**src/rtl/lfs_pkg.sv**
```systemverilog
package lfs_pkg;
    localparam int LFS_NCH = 8;

    typedef enum logic [2:0] {
        CH_IDLE   = 3'd0,
        CH_STRIKE = 3'd1,
        CH_RUN    = 3'd2,
        CH_WAIT   = 3'd3,
        CH_FAULT  = 3'd4
    } ch_state_e;
endpackage

```
**src/rtl/lfs_lamp_mask.sv**
```systemverilog
module lfs_lamp_mask
    import lfs_pkg::*;
(
    input  logic [2:0]         code_i,
    output logic [LFS_NCH-1:0] enable_o
);
    logic [LFS_NCH-1:0] off_d;

    // bit 0 is channel 1
    always_comb begin
        case (code_i)
            3'd0:    off_d = 8'b0000_0000;
            3'd1:    off_d = 8'b1000_0000;
            3'd2:    off_d = 8'b1000_1000;
            3'd3:    off_d = 8'b1000_1010;
            3'd4:    off_d = 8'b1010_1010;
            3'd5:    off_d = 8'b1110_1010;
            3'd6:    off_d = 8'b1110_1110;
            default: off_d = 8'b1111_1110;
        endcase
        enable_o = ~off_d;
    end
endmodule

```
**src/rtl/lfs_channel.sv**
```systemverilog
module lfs_channel
    import lfs_pkg::*;
#(
    parameter int STRIKE_CYC = 768,
    parameter int OPEN_CYC   = 256,
    parameter int WAIT_CYC   = 1024,
    parameter int MAX_RETRY  = 15
) (
    input  logic clk,
    input  logic rst_n,
    input  logic lamp_tick,
    input  logic supply_ok,
    input  logic ch_enable,
    input  logic kill,
    input  logic cur_ok,
    input  logic ovp,
    input  logic ocp,
    input  logic cfg_ocp_en,
    input  logic cfg_retry_off,
    output logic gate_o,
    output logic faulted_o
);
    localparam int CNT_MAX = (STRIKE_CYC > OPEN_CYC)
                           ? ((STRIKE_CYC > WAIT_CYC) ? STRIKE_CYC : WAIT_CYC)
                           : ((OPEN_CYC > WAIT_CYC) ? OPEN_CYC : WAIT_CYC);
    localparam int CW = $clog2(CNT_MAX + 1);
    localparam int RW = $clog2(MAX_RETRY + 1);
    localparam logic [CW-1:0] STRIKE_LAST = CW'(STRIKE_CYC - 1);
    localparam logic [CW-1:0] OPEN_LAST   = CW'(OPEN_CYC - 1);
    localparam logic [CW-1:0] WAIT_LAST   = CW'(WAIT_CYC - 1);
    localparam logic [RW-1:0] RETRY_LIM   = RW'(MAX_RETRY);

    typedef struct packed {
        ch_state_e     st;
        logic [CW-1:0] cnt;
        logic [RW-1:0] retry;
    } ch_reg_t;

    ch_reg_t r_q, r_d;
    logic    handle_d;

    always_comb begin
        r_d      = r_q;
        handle_d = 1'b0;
        case (r_q.st)
            CH_IDLE: begin
                r_d.st  = CH_STRIKE;
                r_d.cnt = '0;
            end
            CH_STRIKE, CH_RUN: begin
                if (cfg_ocp_en && ocp) begin
                    r_d.st = CH_FAULT;
                end else if (ovp) begin
                    handle_d = 1'b1;
                end else if (lamp_tick) begin
                    if (cur_ok) begin
                        r_d.st  = CH_RUN;
                        r_d.cnt = '0;
                    end else if ((r_q.st == CH_STRIKE && r_q.cnt == STRIKE_LAST) ||
                                 (r_q.st == CH_RUN && r_q.cnt == OPEN_LAST)) begin
                        handle_d = 1'b1;
                    end else begin
                        r_d.cnt = r_q.cnt + 1'b1;
                    end
                end
            end
            CH_WAIT: begin
                if (lamp_tick) begin
                    if (r_q.cnt == WAIT_LAST) begin
                        r_d.st  = CH_STRIKE;
                        r_d.cnt = '0;
                    end else begin
                        r_d.cnt = r_q.cnt + 1'b1;
                    end
                end
            end
            default: r_d.st = CH_FAULT;
        endcase

        if (handle_d) begin
            if (cfg_retry_off || r_q.retry == RETRY_LIM) begin
                r_d.st = CH_FAULT;
            end else begin
                r_d.st    = CH_WAIT;
                r_d.cnt   = '0;
                r_d.retry = r_q.retry + 1'b1;
            end
        end

        if (kill && r_q.st != CH_IDLE) begin
            r_d.st = CH_FAULT;
        end

        // supply loss or channel disable clears everything
        if (!supply_ok || !ch_enable) begin
            r_d.st    = CH_IDLE;
            r_d.cnt   = '0;
            r_d.retry = '0;
        end
    end

    always_ff @(posedge clk or negedge rst_n) begin
        if (!rst_n) begin
            r_q.st    <= CH_IDLE;
            r_q.cnt   <= '0;
            r_q.retry <= '0;
        end else begin
            r_q <= r_d;
        end
    end

    assign gate_o    = (r_q.st == CH_STRIKE || r_q.st == CH_RUN) && !kill;
    assign faulted_o = (r_q.st == CH_FAULT);

    a_r1_no_drive_without_supply: assert property (@(posedge clk) disable iff (!rst_n)
        !supply_ok |=> !gate_o);

    a_r4_ovp_stops_drive: assert property (@(posedge clk) disable iff (!rst_n)
        (gate_o && ovp && supply_ok && ch_enable) |=> !gate_o);

    a_r5_ocp_latches: assert property (@(posedge clk) disable iff (!rst_n)
        (gate_o && ocp && cfg_ocp_en && supply_ok && ch_enable) |=> faulted_o);

    a_r7_wait_uses_retry: assert property (@(posedge clk) disable iff (!rst_n)
        (r_q.st == CH_WAIT) |-> (r_q.retry != '0));

    a_r8_fault_holds: assert property (@(posedge clk) disable iff (!rst_n)
        (faulted_o && supply_ok && ch_enable) |=> faulted_o);

    a_r10_disabled_silent: assert property (@(posedge clk) disable iff (!rst_n)
        !ch_enable |=> (!gate_o && !faulted_o));
endmodule

```
**src/rtl/lamp_fault_supervisor.sv**
```systemverilog
module lamp_fault_supervisor
    import lfs_pkg::*;
#(
    parameter int STRIKE_CYC = 768,
    parameter int OPEN_CYC   = 256,
    parameter int WAIT_CYC   = 1024,
    parameter int MAX_RETRY  = 15
) (
    input  logic       clk,
    input  logic       rst_n,
    input  logic       lamp_tick,
    input  logic       dev_ok,
    input  logic       inv_ok,
    input  logic [7:0] cur_ok,
    input  logic [7:0] ovp,
    input  logic [7:0] ocp,
    input  logic       cfg_ocp_en,
    input  logic       cfg_retry_off,
    input  logic       cfg_all_off,
    input  logic [2:0] cfg_lamp_mask,
    output logic [7:0] gate_en,
    output logic       fault_n
);
    logic               supply_ok;
    logic               kill;
    logic [LFS_NCH-1:0] ch_en;
    logic [LFS_NCH-1:0] ch_fault;

    assign supply_ok = dev_ok & inv_ok;
    assign kill      = cfg_all_off & (|ch_fault);
    assign fault_n   = ~(|ch_fault);

    lfs_lamp_mask u_mask (
        .code_i   (cfg_lamp_mask),
        .enable_o (ch_en)
    );

    for (genvar i = 0; i < LFS_NCH; i++) begin : g_ch
        lfs_channel #(
            .STRIKE_CYC (STRIKE_CYC),
            .OPEN_CYC   (OPEN_CYC),
            .WAIT_CYC   (WAIT_CYC),
            .MAX_RETRY  (MAX_RETRY)
        ) u_ch (
            .clk           (clk),
            .rst_n         (rst_n),
            .lamp_tick     (lamp_tick),
            .supply_ok     (supply_ok),
            .ch_enable     (ch_en[i]),
            .kill          (kill),
            .cur_ok        (cur_ok[i]),
            .ovp           (ovp[i]),
            .ocp           (ocp[i]),
            .cfg_ocp_en    (cfg_ocp_en),
            .cfg_retry_off (cfg_retry_off),
            .gate_o        (gate_en[i]),
            .faulted_o     (ch_fault[i])
        );
    end

    a_r9_all_channels_silenced: assert property (@(posedge clk) disable iff (!rst_n)
        (cfg_all_off && !fault_n) |-> (gate_en == '0));

    a_r8_fault_line_low: assert property (@(posedge clk) disable iff (!rst_n)
        (!fault_n && supply_ok && $stable(cfg_lamp_mask)) |=> !fault_n);
endmodule

```
**config.mk**
```make
export PLATFORM = sky130hd
export DESIGN_NAME = lamp_fault_supervisor
export DESIGN_NICKNAME = d
export VERILOG_FILES = /design/src/rtl/lfs_pkg.sv /design/src/rtl/lfs_lamp_mask.sv /design/src/rtl/lfs_channel.sv /design/src/rtl/lamp_fault_supervisor.sv
export SDC_FILE = /design/constraint.sdc
export NUM_CORES = 1
export LEC_CHECK = 0
export BUFFER_PORTS_ARGS = -buffer_cell sky130_fd_sc_hd__buf_2
export CORE_ASPECT_RATIO = 0.75
export CORE_MARGIN = 2
export CORE_UTILIZATION = 50
export DETAILED_ROUTE_END_ITERATION = 7
export GPL_TIMING_DRIVEN = 0
export HOLD_SLACK_MARGIN = 0.06
export PLACE_DENSITY = 0.71
export SETUP_SLACK_MARGIN = 0.05
export SLEW_MARGIN = 25
export SYNTH_ARGS = -nofsm -noshare
export SYNTH_HDL_FRONTEND = slang
export SYNTH_SLANG_ARGS = --single-unit
```
**constraint.sdc**
```tcl
create_clock -name clk -period 5.1 [get_ports clk]
set_input_delay 1.275 -clock clk [delete_from_list [all_inputs] [get_ports clk]]
set_output_delay 1.275 -clock clk [all_outputs]
set_load 0.02 [all_outputs]
```
## Word-level counts from Yosys, hierarchy flattened

Cells that the tools add are included.

| word-level totals | value |
|---|---|
| flip-flop bits (word level) | 144 |
| input port bits | 35 |
| output and inout port bits | 9 |
| word-level logic and storage cells | 479 |

| cells by class | value |
|---|---|
| reductions and logical operators | 132 |
| bitwise logic cells | 4 |
| mux-type cells | 185 |
| eq/ne operators | 118 |
| add/subtract/negate cells | 16 |

Operators by type and width:

| kind | count |
|---|---|
| 11-bit 2-to-1 mux | 32 |
| 14-bit 2-to-1 mux | 24 |
| 18-bit 2-to-1 mux | 16 |
| 11-bit one-hot mux with 3 select lines | 8 |
| 11-bit by 10-bit equality test with 1-bit output, second input constant | 16 |
| 6-bit by 2-bit != test with 1-bit output, second input constant | 24 |
| 15-bit 2-to-1 mux | 8 |
| 3-bit 2-to-1 mux | 40 |
| 11-bit by 1-bit adder with 11-bit output, second input constant | 8 |
| 11-bit by 8-bit equality test with 1-bit output, second input constant | 8 |
| 3-bit one-hot mux with 3 select lines | 8 |
| 8-bit one-hot mux with 7 select lines | 1 |
| 3-bit by 2-bit equality test with 1-bit output, second input constant | 18 |
| 1-bit 2-to-1 mux | 48 |
| 1-bit logical AND | 40 |
| 5-bit by 1-bit != test with 1-bit output, second input constant | 8 |
| 5-bit by 2-bit != test with 1-bit output, second input constant | 8 |
| 5-bit AND reduction | 8 |
| 3-bit equality test, second input constant | 11 |
| 4-bit by 1-bit adder with 4-bit output, second input constant | 8 |
| 4-bit equality test, second input constant | 8 |
| 1-bit logical OR | 32 |
| 3-bit by 1-bit equality test with 1-bit output, second input constant | 9 |
| 3-bit logical NOT | 9 |
| 10 further kinds | 55 |

## Logic depth before layout (Yosys ltp)

Gate-level depths: netlist (run 1).

| logic depth | value |
|---|---|
| depth in word-level cells | 13 |
| depth in mapped cells | 9 |
| mapped depth without buffers | 7 |

## Cells and area by module

From an unflattened synthesis (run 1), not the netlist that was laid out.

| unflattened totals | value |
|---|---|
| cell total of the unflattened synthesis | 1634 |
| area total of the unflattened synthesis | 13102.6 um2 |

By module, submodules not included:

| module | cells each | instances | seq. area each (um2) | area an instance (um2) |
|---|---|---|---|---|
| lfs_channel (g_ch[0].u_ch ...) | 205 | 4 | 450.4 | 1669.1 |
| lfs_channel (g_ch[4].u_ch ...) | 200 | 4 | 450.4 | 1586.5 |
| lfs_lamp_mask | 9 | 1 | 0.0 | 47.5 |
| lamp_fault_supervisor | 5 | 1 | 0.0 | 32.5 |

## Worst setup path after synthesis (run 1)

OpenSTA, ideal clock, no wires.

| timing path | value |
|---|---|
| path type | input port to output port |
| start | input cfg_all_off |
| end | output gate_en[2] |
| stages on the path | 6 |
| setup slack | 1.485 ns |
| arrival | 2.340 ns |
| cell sequence | inv_1 a41oi_1 clkbuf_1 buf_1 nor3_1 buf_4 |

| between the ends | value |
|---|---|
| word-level cells in the longest chain between the ends | 3 |

Ends and longest elaborated chain:

| item | RTL line | source |
|---|---|---|
| from (decl) | lamp_fault_supervisor.sv:19 | `input logic cfg_all_off,` |
| 1-bit AND | lamp_fault_supervisor.sv:30 | `assign kill = cfg_all_off & (\|ch_fault);` |
| 1-bit logical NOT | lfs_channel.sv:112 | `assign gate_o = (r_q.st == CH_STRIKE \|\| r_q.st == CH_RUN) && !kill;` |
| 1-bit logical AND | lfs_channel.sv:112 |  |
| to (decl) | lamp_fault_supervisor.sv:21 | `output logic [7:0] gate_en,` |

Every way passes these cells.

## Worst setup path in the final report (run 1)

| timing path | value |
|---|---|
| start | register g_ch[7].u_ch.r_q[17] (netlist bit) |
| end | output gate_en[2] |

| between the ends | value |
|---|---|
| word-level cells in the longest chain between the ends | 5 |

Ends and longest elaborated chain:

| item | RTL line | source |
|---|---|---|
| from (decl) | lfs_channel.sv:39 | `ch_reg_t r_q, r_d;` |
| from (signal assigned) | lfs_channel.sv:108 | `r_q <= r_d;` |
| 3-bit equality test | lfs_channel.sv:113 | `assign faulted_o = (r_q.st == CH_FAULT);` |
| 8-bit OR reduction | lamp_fault_supervisor.sv:30 |  |
| 1-bit AND | lamp_fault_supervisor.sv:30 |  |
| 1-bit logical NOT | lfs_channel.sv:112 |  |
| 1-bit logical AND | lfs_channel.sv:112 |  |

Every way passes these cells.

==> impl_metrics.json, run 1 <==
{
  "grt_pass1_vias": 9371,
  "synthCells": 1283,
  "reg2reg_depth": 7,
  "grt_max_degree": 91,
  "synthToLayoutAreaGrowth_pct": 11.7,
  "largest_reg_flops": 144,
  "synthDistinctLibCells": 88,
  "power_density_nw_per_um2": 241,
  "htree_num_levels": 4,
  "tightest_slew_ps": 958,
  "top_regs": "g_ch.u_ch.r_q: 144 flops",
  "drtIter0Drc": 1186,
  "status": "complete, no violations",
  "fin_crit_ps": 4920,
  "num_antenna_cells": 0,
  "holdWs_ps": 518,
  "place_hpwl_mm": 20.6,
  "cts.clk_slew.worst_paths_ps": 60,
  "relSlewSlack": 0.361,
  "drtPass1Iterations": 6,
  "cts_tree": "done",
  "fin_crit_sh": 0.965,
  "fin_ws_ps": 179,
  "ys_seq_elements": 144,
  "cp-start-kind": "register",
  "rr_startpoint": "g_ch[7].u_ch.r_q[17]$_DFFE_PN0P_",
  "path_class": "register to primary output",
  "drc_errors": 0,
  "endpoint_kind": "primary output",
  "nets": 1393,
  "clock_latency_ps": 430,
  "reg2reg_to": "g_ch[6].u_ch.r_q[17]$_DFFE_PN0P_",
  "antenna_found_initial": 0,
  "reg2reg_setup_slack_ps": 2000,
  "rsz0062_at_grt": "false",
  "whs_path_depth": 1,
  "finalClockSkew_ps": 7.40,
  "dr_total_vias": 10489,
  "clockBufferDepth": 2,
  "numPortBuffers": 39,
  "hold_viol": 0,
  "synthesis.area_um2": 10400,
  "slew_violations": 0,
  "async_reset_ff_frac": 1.00,
  "critPathMaxFanout": 10,
  "ant_nets": 0,
  "largest_register": "g_ch.u_ch.r_q",
  "die_area_um2": 22000,
  "wl_per_cell_um": 17.9,
  "place_area_um2": 11000,
  "critPathArrivalTime_ps": 3650,
  "synth_edf_count": 0,
  "io_pins": 44,
  "setup_viol": 0,
  "clock-sinks": 144,
  "drv_cap": 0,
  "syn_nets": 1334,
  "drt_wl_total_mm": 29.2,
  "fin_setup_tns_ps": 0,
  "worstHoldStart": "g_ch[7].u_ch.r_q[4]$_DFF_PN0_",
  "max_freq_ghz": 0.203,
  "grt_usage": 0.272,
  "initial_core_util": 0.511,
  "cts-root-buf": "clkbuf_16",
  "crit_required_ps": 3830,
  "core_um2": 20300,
  "dpl_worst_slack_ps": 226,
  "hold_buffers": 0,
  "grt_overflow_total": 0,
  "final_area_um2": 11600,
  "min_path_type": "register to register",
  "rows": 45,
  "globalplace.congestion": 0.937,
  "syn-mean-instance-area_um2": 8.10,
  "post_cts_buffers": 0,
  "fp.dieH_um": 129,
  "synth_top_flop_cell": "dfrtp_1",
  "hold_end": "g_ch[7].u_ch.r_q[4]$_DFF_PN0_",
  "synth-seq-area-share": 0.347,
  "die_w_um": 170,
  "p_leak_nw": 4.52,
  "vias_per_cell": 6.41,
  "grt_pass1_wl_mm": 48.2,
  "cp-startpoint": "g_ch[7].u_ch.r_q[17]$_DFFE_PN0P_",
  "drive_gt1_frac": 0.0996,
  "yosys_warnings": 0,
  "cts_buffers": 17,
  "vdd_ir_drop_max_v": 0.000239,
  "fillers": 1862
}
[per-stage QoR]
stage,utilization,power (mW),std cells
floorplan,-,1.37,1283
global placement,0.538,1.48,1604
detailed placement,0.540,1.49,1605
CTS,0.571,2.81,1637
global route,0.571,2.90,1637
finish,0.571,2.80,1637
[area by class of cell]
cell class / instances / area [um^2] / area share
multi-input cells: 1042 / 6370 / 0.548
flip-flops and latches: 144 / 3600 / 0.310
clock buffers: 20 / 467 / 0.0402
well taps: 282 / 353 / 0.0304
plain buffers: 66 / 314 / 0.0270
repair buffers: 40 / 233 / 0.0200
clock inverters: 12 / 156 / 0.0135
inverters: 31 / 116 / 0.0100
[layer usage]
metal / vias to the layer above / wire length [um] / track usage
li1: 4965 / - / -
met1: 4980 / 13800 / 0.408
met2: 507 / 12500 / 0.401
met3: 37 / 2450 / 0.0517
met4: 0 / 469 / 0.0754
met5: - / 0 / 0
[report_power, final]
part	switching [mW]	internal (mW)	leakage (nW)
Clock	0.515	0.810	0.295
Combinational	0.225	0.0983	2.22
Sequential	0.00502	1.15	2.01
[repair_timing]
item	in CTS	in global routing
gates resized for setup	2	0
endpoints found under the setup margin	7	0
hold endpoints to repair	0	0
[synthesized netlist by cell type, drive strengths merged, types with 13 or more instances]
library cell / count / area (um^2)
and3: 22 / 138
a21o: 15 / 113
buf: 26 / 156
xnor2: 14 / 123
nand2b: 14 / 87.6
nand3b: 13 / 97.6
ha: 16 / 200
clkbuf: 40 / 150
o211ai: 19 / 143
inv: 31 / 116
a211oi: 21 / 158
a21oi: 109 / 553
nand2: 115 / 434
mux2i: 13 / 130
or3: 18 / 113
xor2: 21 / 184
nor3: 55 / 285
nor2: 143 / 537
nand3: 59 / 295
dfrtp: 144 / 3600
a31oi: 41 / 257
o21ai: 71 / 355
nand4: 21 / 131
o31ai: 13 / 126
a22oi: 14 / 105
[worst max path at each step]
stage	slack, ps	to
2_1_floorplan	1480	gate_en[2]
3_3_place_gp	210	gate_en[2]
3_5_place_dp	230	gate_en[2]
4_1_cts	230	gate_en[2]
5_1_grt	80	gate_en[4]
6_report	180	gate_en[2]
[worst max-delay path: stages, from the launching register on]
cell,delay [ps]
dfrtp_1,480
clkbuf_1,460
a22oi_1,220
a41oi_1,440
clkbuf_1,550
clkdlybuf4s15_2,620
nor3_1,140
buf_4,160
buf_2,150
[layout by cell type (no fill, tap or decap), types with 22 or more instances in the layout]
| cell | netlist | routed |
|---|---|---|
| inv_1 | 31 | 31 |
| a21oi_1 | 107 | 107 |
| buf_2 | 11 | 49 |
| and3_1 | 22 | 22 |
| nand3_1 | 59 | 59 |
| dfrtp_1 | 144 | 144 |
| clkbuf_1 | 40 | 40 |
| a31oi_1 | 41 | 41 |
| nor3_1 | 53 | 53 |
| o21ai_0 | 69 | 69 |
| nor2_1 | 143 | 143 |
| nand2_1 | 114 | 114 |
[logic make-up (layout without fill, tap and decap cells)]
family,after synthesis,after routing,share of synthesized area
buffers and inverters,97,169,0.0407
adder cells (fa/ha/maj),16,16,0.0193
multiplexers,16,16,0.0158
AO/OA/AOI/OAI,425,425,0.280
XOR/XNOR,35,35,0.0295
AND/OR/NAND/NOR,550,550,0.268
flip-flops,144,144,0.347
No activity file was read; power rests on OpenSTA's default activity.
==> run 2, diff against run 1 <==
--- a/config.mk
+++ b/config.mk
@@ -12,7 +12,7 @@
 export DETAILED_ROUTE_END_ITERATION = 7
 export GPL_TIMING_DRIVEN = 0
 export HOLD_SLACK_MARGIN = 0.06
-export PLACE_DENSITY = 0.71
+export PLACE_DENSITY = 0.73
 export SETUP_SLACK_MARGIN = 0.05
 export SLEW_MARGIN = 25
 export SYNTH_ARGS = -nofsm -noshare
==> constraint.sdc (replaced) <==
create_clock -name clk -period 4.4 [get_ports clk]
set_input_delay 1.1 -clock clk [delete_from_list [all_inputs] [get_ports clk]]
set_output_delay 1.1 -clock clk [all_outputs]
set_load 0.02 [all_outputs]
==> impl_metrics.json, run 2 (synthesis gave the netlist of run 1 again) <==
{
  "vias_per_cell": 6.39,
  "rr_startpoint": "g_ch[3].u_ch.r_q[4]$_DFF_PN0_",
  "critPathMaxFanout": 10,
  "nets": 1393,
  "cts.clk_slew.worst_paths_ps": 60,
  "cts_tree": "done",
  "grt_max_degree": 92,
  "hold_viol": 0,
  "final_area_um2": 11600,
  "dr_total_vias": 10456,
  "rsz0062_at_grt": "false",
  "numPortBuffers": 39,
  "cp-startpoint": "g_ch[2].u_ch.r_q[17]$_DFFE_PN0P_",
  "fin_crit_sh": 0.959,
  "synthToLayoutAreaGrowth_pct": 11.4,
  "place_hpwl_mm": 20.3,
  "grt_use_met2": 0.382,
  "crit_chain": "clkbuf_1 -> a32oi_1 -> a41oi_1 -> clkbuf_2 -> clkbuf_4 -> nor2_1 -> buf_4 -> buf_2",
  "min_path_type": "register to register",
  "drive_gt1_frac": 0.101,
  "critPathArrivalTime_ps": 3120,
  "path_class": "register to primary output",
  "relSlewSlack": 0.383,
  "dpl.cell_count": 1605,
  "layout_commonest_cell": "dfrtp_1",
  "crit_required_ps": 3300,
  "grtUsageMet1": 0.401,
  "io_pins": 44,
  "grt_usage": 0.268,
  "grt_overflow_total": 0,
  "cp_slowest_stage_delay_ps": 450,
  "fp.dieH_um": 129,
  "ant_nets": 0,
  "cts-root-buf": "clkbuf_16",
  "slew_violations": 0,
  "endpoint_kind": "primary output",
  "status": "complete, no violations",
  "met3_usage": 0.0581,
  "fin_crit_ps": 4220,
  "drtIter0Drc": 1320,
  "post_cts_buffers": 0,
  "top_regs": "g_ch.u_ch.r_q: 144 flops",
  "setup_viol": 0,
  "p_leak_nw": 4.52,
  "cts_buffers": 17,
  "die_area_um2": 22000,
  "tightest_slew_ps": 925,
  "drc_errors": 0,
  "antenna_found_initial": 0,
  "rows": 45,
  "power_density_nw_per_um2": 276,
  "globalplace.congestion": 0.920,
  "drtPass1Iterations": 6,
  "die_w_um": 170,
  "clock_latency_ps": 440,
  "max_freq_ghz": 0.237,
  "place_area_um2": 11000,
  "htree_num_levels": 4,
  "crit_family": "buffers and inverters",
  "critPathBufInv": 5,
  "final_cell_mix": "144 x dfrtp_1, 143 x nor2_1, 114 x nand2_1",
  "hold_buffers": 0,
  "core_um2": 20300,
  "finalClockSkew_ps": 8.02,
  "worstHoldStart": "g_ch[7].u_ch.r_q[4]$_DFF_PN0_",
  "busiest_layer": "met1",
  "drv_cap": 0,
  "grt_pass1_wl_mm": 47.3,
  "largest_register": "g_ch.u_ch.r_q",
  "critPathSlowestCell": "dfrtp_1",
  "drt_wl_total_mm": 29.0,
  "cp-start-kind": "register",
  "clockBufferDepth": 2,
  "largest_reg_flops": 144,
  "wl_per_cell_um": 17.7,
  "grt_pass1_vias": 9288,
  "initial_core_util": 0.511,
  "fin_cells": 1637,
  "clock-sinks": 144,
  "vdd_ir_drop_max_v": 0.000200,
  "num_antenna_cells": 0
}
run 2: cell types whose count changed in the layout (fill, tap and decap cells not counted), sizes merged:
cell           previous run  this run
clkbuf                   60        59
bufinv                    3         2
clkinvlp                  4         3
clkinv                    3         5
inv                      33        35
clkdlybuf4s15             1         0
run 2: stage by stage:
stage | total power [mW] | hold slack [ps] | utilization | setup TNS, ps | worst slack [ps]
2_1_floorplan | 1.58 | 466 | - | 0 | 1130
3_3_place_gp | 1.72 | 487 | 0.538 | -278 | -97.5
3_5_place_dp | 1.72 | 496 | 0.540 | -237 | -108
4_1_cts | 3.20 | 507 | 0.570 | 0 | 104
5_1_grt | 3.31 | 530 | 0.570 | 0 | 107
6_report | 3.19 | 513 | 0.570 | 0 | 180
run 2: what timing repair did:
action | 4_1_cts | 5_1_grt
endpoints found under the setup margin | 8 | 8
hold endpoints to repair | 0 | 0
gates cloned | 0 | 0
resized for setup | 4 | 3
run 2: worst register-to-register path, cell delays in order, from the launching register on:
cell and delay [ps]:
dfrtp_1 400, ha_1 210, nand3_1 300, nor4_2 530, a41oi_1 340, nor3_2 420
or2_2 200, buf_2 220, nor2_1 80
run 2: power by group:
group | switching [mW] | leakage [nW] | internal (mW)
sequential | 0.00598 | 2.01 | 1.33
clock | 0.624 | 0.285 | 0.858
combinational | 0.259 | 2.23 | 0.114
run 2: layout make-up:
type / instances / area, um^2
Clock buffer: 18 / 439
Clock inverter: 14 / 156
Buffer: 66 / 313
Sequential cell: 144 / 3600
Inverter: 31 / 116
Timing Repair Buffer: 40 / 233
Fill cell: 1852 / 8740
Tap cell: 282 / 353
Multi-Input combinational cell: 1042 / 6370
run 2: metal layers:
metal  routed length (um)  part of all wire
met5                    0                 0
met1                13900              0.48
met3                 2530             0.087
met4                  591             0.020
met2                12000              0.41
run 2: path summary, 6_finish.rpt:
kind	slack [ps]	end	depth (start not counted)
min in group asynchronous	580	g_ch[5].u_ch.r_q[9]$_DFF_PN0_	1
max reg2reg	1580	g_ch[3].u_ch.r_q[5]$_DFF_PN0_	8
max	180	gate_en[0]	8
min reg2reg	510	g_ch[7].u_ch.r_q[4]$_DFF_PN0_	1
min	510	g_ch[7].u_ch.r_q[4]$_DFF_PN0_	1
max in group asynchronous	3040	g_ch[3].u_ch.r_q[14]$_DFF_PN0_	2
==> run 3, diff against run 2 <==
--- a/config.mk
+++ b/config.mk
@@ -9,6 +9,7 @@
 export CORE_ASPECT_RATIO = 0.75
 export CORE_MARGIN = 2
 export CORE_UTILIZATION = 50
+export CTS_BUF_LIST = sky130_fd_sc_hd__clkbuf_4 sky130_fd_sc_hd__clkbuf_8
 export DETAILED_ROUTE_END_ITERATION = 7
 export GPL_TIMING_DRIVEN = 0
 export HOLD_SLACK_MARGIN = 0.06
==> impl_metrics.json, run 3 (synthesis gave the netlist of run 1 again) <==
{
  "status": "complete, no violations",
  "power_density_nw_per_um2": 246,
  "nets": 1393,
  "fin_crit_ps": 4240,
  "dpl.cell_count": 1605,
  "endpoint_kind": "primary output",
  "max_freq_ghz": 0.236,
  "post_cts_buffers": 0,
  "path_class": "register to primary output",
  "clock_latency_ps": 480,
  "wl_per_cell_um": 17.6,
  "cts-root-buf": "clkbuf_8",
  "hold_buffers": 0,
  "fin_crit_sh": 0.964,
  "cp-start-kind": "register",
  "drt_wl_total_mm": 28.8,
  "hold_viol": 0,
  "min_path_type": "register to register",
  "antenna_found_initial": 0,
  "tightest_slew_ps": 913,
  "io_pins": 44,
  "relSlewSlack": 0.391,
  "top_regs": "g_ch.u_ch.r_q: 144 flops",
  "grt_max_degree": 92,
  "drv_cap": 0,
  "grt_pass1_vias": 9196,
  "cts_tree": "done",
  "htree_num_levels": 4,
  "slew_violations": 0,
  "cts.clk_slew.worst_paths_ps": 80,
  "setup_viol": 0,
  "fin_cells": 1637,
  "critPathSlowestCell": "dfrtp_1",
  "reg2reg_to": "g_ch[3].u_ch.r_q[13]$_DFF_PN0_",
  "final_area_um2": 11400,
  "final_cell_mix": "144 x dfrtp_1, 143 x nor2_1, 114 x nand2_1",
  "grt_overflow_total": 0,
  "rows": 45,
  "clockBufferDepth": 2,
  "whs_path_depth": 1,
  "initial_core_util": 0.511,
  "synthToLayoutAreaGrowth_pct": 9.61,
  "clock-sinks": 144,
  "largest_reg_flops": 144,
  "vdd_ir_drop_max_v": 0.000235,
  "grt_pass1_wl_mm": 47.2,
  "grt_usage": 0.266,
  "layout_commonest_cell": "dfrtp_1",
  "place_area_um2": 11000,
  "reg2reg_depth": 8,
  "crit_chain": "clkbuf_1 -> a32oi_1 -> a41oi_1 -> clkbuf_2 -> clkbuf_4 -> nor2_1 -> buf_4 -> buf_2",
  "vias_per_cell": 6.37,
  "critPathMaxFanout": 10,
  "cts_buffers": 17,
  "reg2reg_setup_slack_ps": 1560,
  "finalClockSkew_ps": 13.4,
  "hold_end": "g_ch[7].u_ch.r_q[4]$_DFF_PN0_",
  "rr_startpoint": "g_ch[3].u_ch.r_q[4]$_DFF_PN0_",
  "core_um2": 20300,
  "p_leak_nw": 4.44,
  "die_w_um": 170,
  "num_antenna_cells": 0,
  "fin_setup_tns_ps": 0,
  "drc_errors": 0,
  "worstHoldStart": "g_ch[7].u_ch.r_q[4]$_DFF_PN0_",
  "place_hpwl_mm": 20.3,
  "numPortBuffers": 39,
  "rsz0062_at_grt": "false",
  "ant_nets": 0,
  "dr_total_vias": 10423,
  "fp.dieH_um": 129,
  "largest_register": "g_ch.u_ch.r_q",
  "crit_required_ps": 3300,
  "critPathArrivalTime_ps": 3140,
  "globalplace.congestion": 0.920,
  "die_area_um2": 22000,
  "cp_slowest_stage_delay_ps": 450,
  "drtPass1Iterations": 5,
  "drive_gt1_frac": 0.102,
  "drtIter0Drc": 1339
}
==> run 3: cell count changes in the layout (fill, tap and decap cells not counted) <==
cell	change
buf_2	+1
buf_1	-1
clkbuf_8	+17
clkbuf_16	-17
==> run 3: worst max-delay path by stage <==
| stage | to | startpoint | slack, ps |
|---|---|---|---|
| 6_report | gate_en[0] | g_ch[2].u_ch.r_q[17]$_DFFE_PN0P_ | 160 |
| 5_1_grt | gate_en[0] | g_ch[1].u_ch.r_q[16]$_DFFE_PN0P_ | 60 |
| 4_1_cts | gate_en[2] | g_ch[2].u_ch.r_q[17]$_DFFE_PN0P_ | 60 |
| 3_5_place_dp | g_ch[0].u_ch.r_q[11]$_DFF_PN0_ | lamp_tick | -110 |
| 3_3_place_gp | gate_en[0] | cfg_all_off | -100 |
| 2_1_floorplan | gate_en[2] | cfg_all_off | 1130 |
==> run 3: stage by stage <==
stage / power, mW / hold WS (ps) / utilization / worst slack [ps]
floorplan: 1.58 / 466 / - / 1130
global placement: 1.72 / 487 / 0.538 / -97.5
detailed placement: 1.72 / 496 / 0.540 / -108
CTS: 2.83 / 511 / 0.561 / 57.4
global route: 2.92 / 533 / 0.560 / 56.8
finish: 2.81 / 516 / 0.560 / 159
==> run 3: timing repair <==
action / CTS / global route
resized for setup: 5 / 3
hold endpoints to repair: 0 / 0
endpoints found under the setup margin: 8 / 8
==> run 3: layout make-up <==
cell class,count,area (um^2)
Multi-Input combinational cell,1042,6370
Tap cell,282,353
Timing Repair Buffer,40,233
Clock inverter,14,156
Clock buffer,18,248
Fill cell,1872,8930
Sequential cell,144,3600
Buffer,66,314
Inverter,31,116
==> run 3: critical path: cells and delay by family (launching register included) <==
family	cells	cell delay, ps
AO/OA/AOI/OAI	2	630
buffers and inverters	5	1430
flip-flops	1	450
AND/OR/NAND/NOR	1	130
==> run 3: where the power goes <==
| part | switching (mW) | total, mW | internal, mW |
|---|---|---|---|
| clock | 0.574 | 1.10 | 0.527 |
| combinational | 0.258 | 0.372 | 0.114 |
| sequential | 0.00591 | 1.33 | 1.33 |
| total | 0.838 | 2.81 | 1.97 |
==> run 3: routing by layer <==
layer / track usage / vias to the layer above / wire length, um / share of wire
met5: 0 / - / 0 / 0
met4: 0.0814 / 0 / 532 / 0.018
met3: 0.0566 / 45 / 2360 / 0.082
met2: 0.380 / 442 / 11900 / 0.41
met1: 0.402 / 4955 / 14000 / 0.49
li1: - / 4981 / - / -
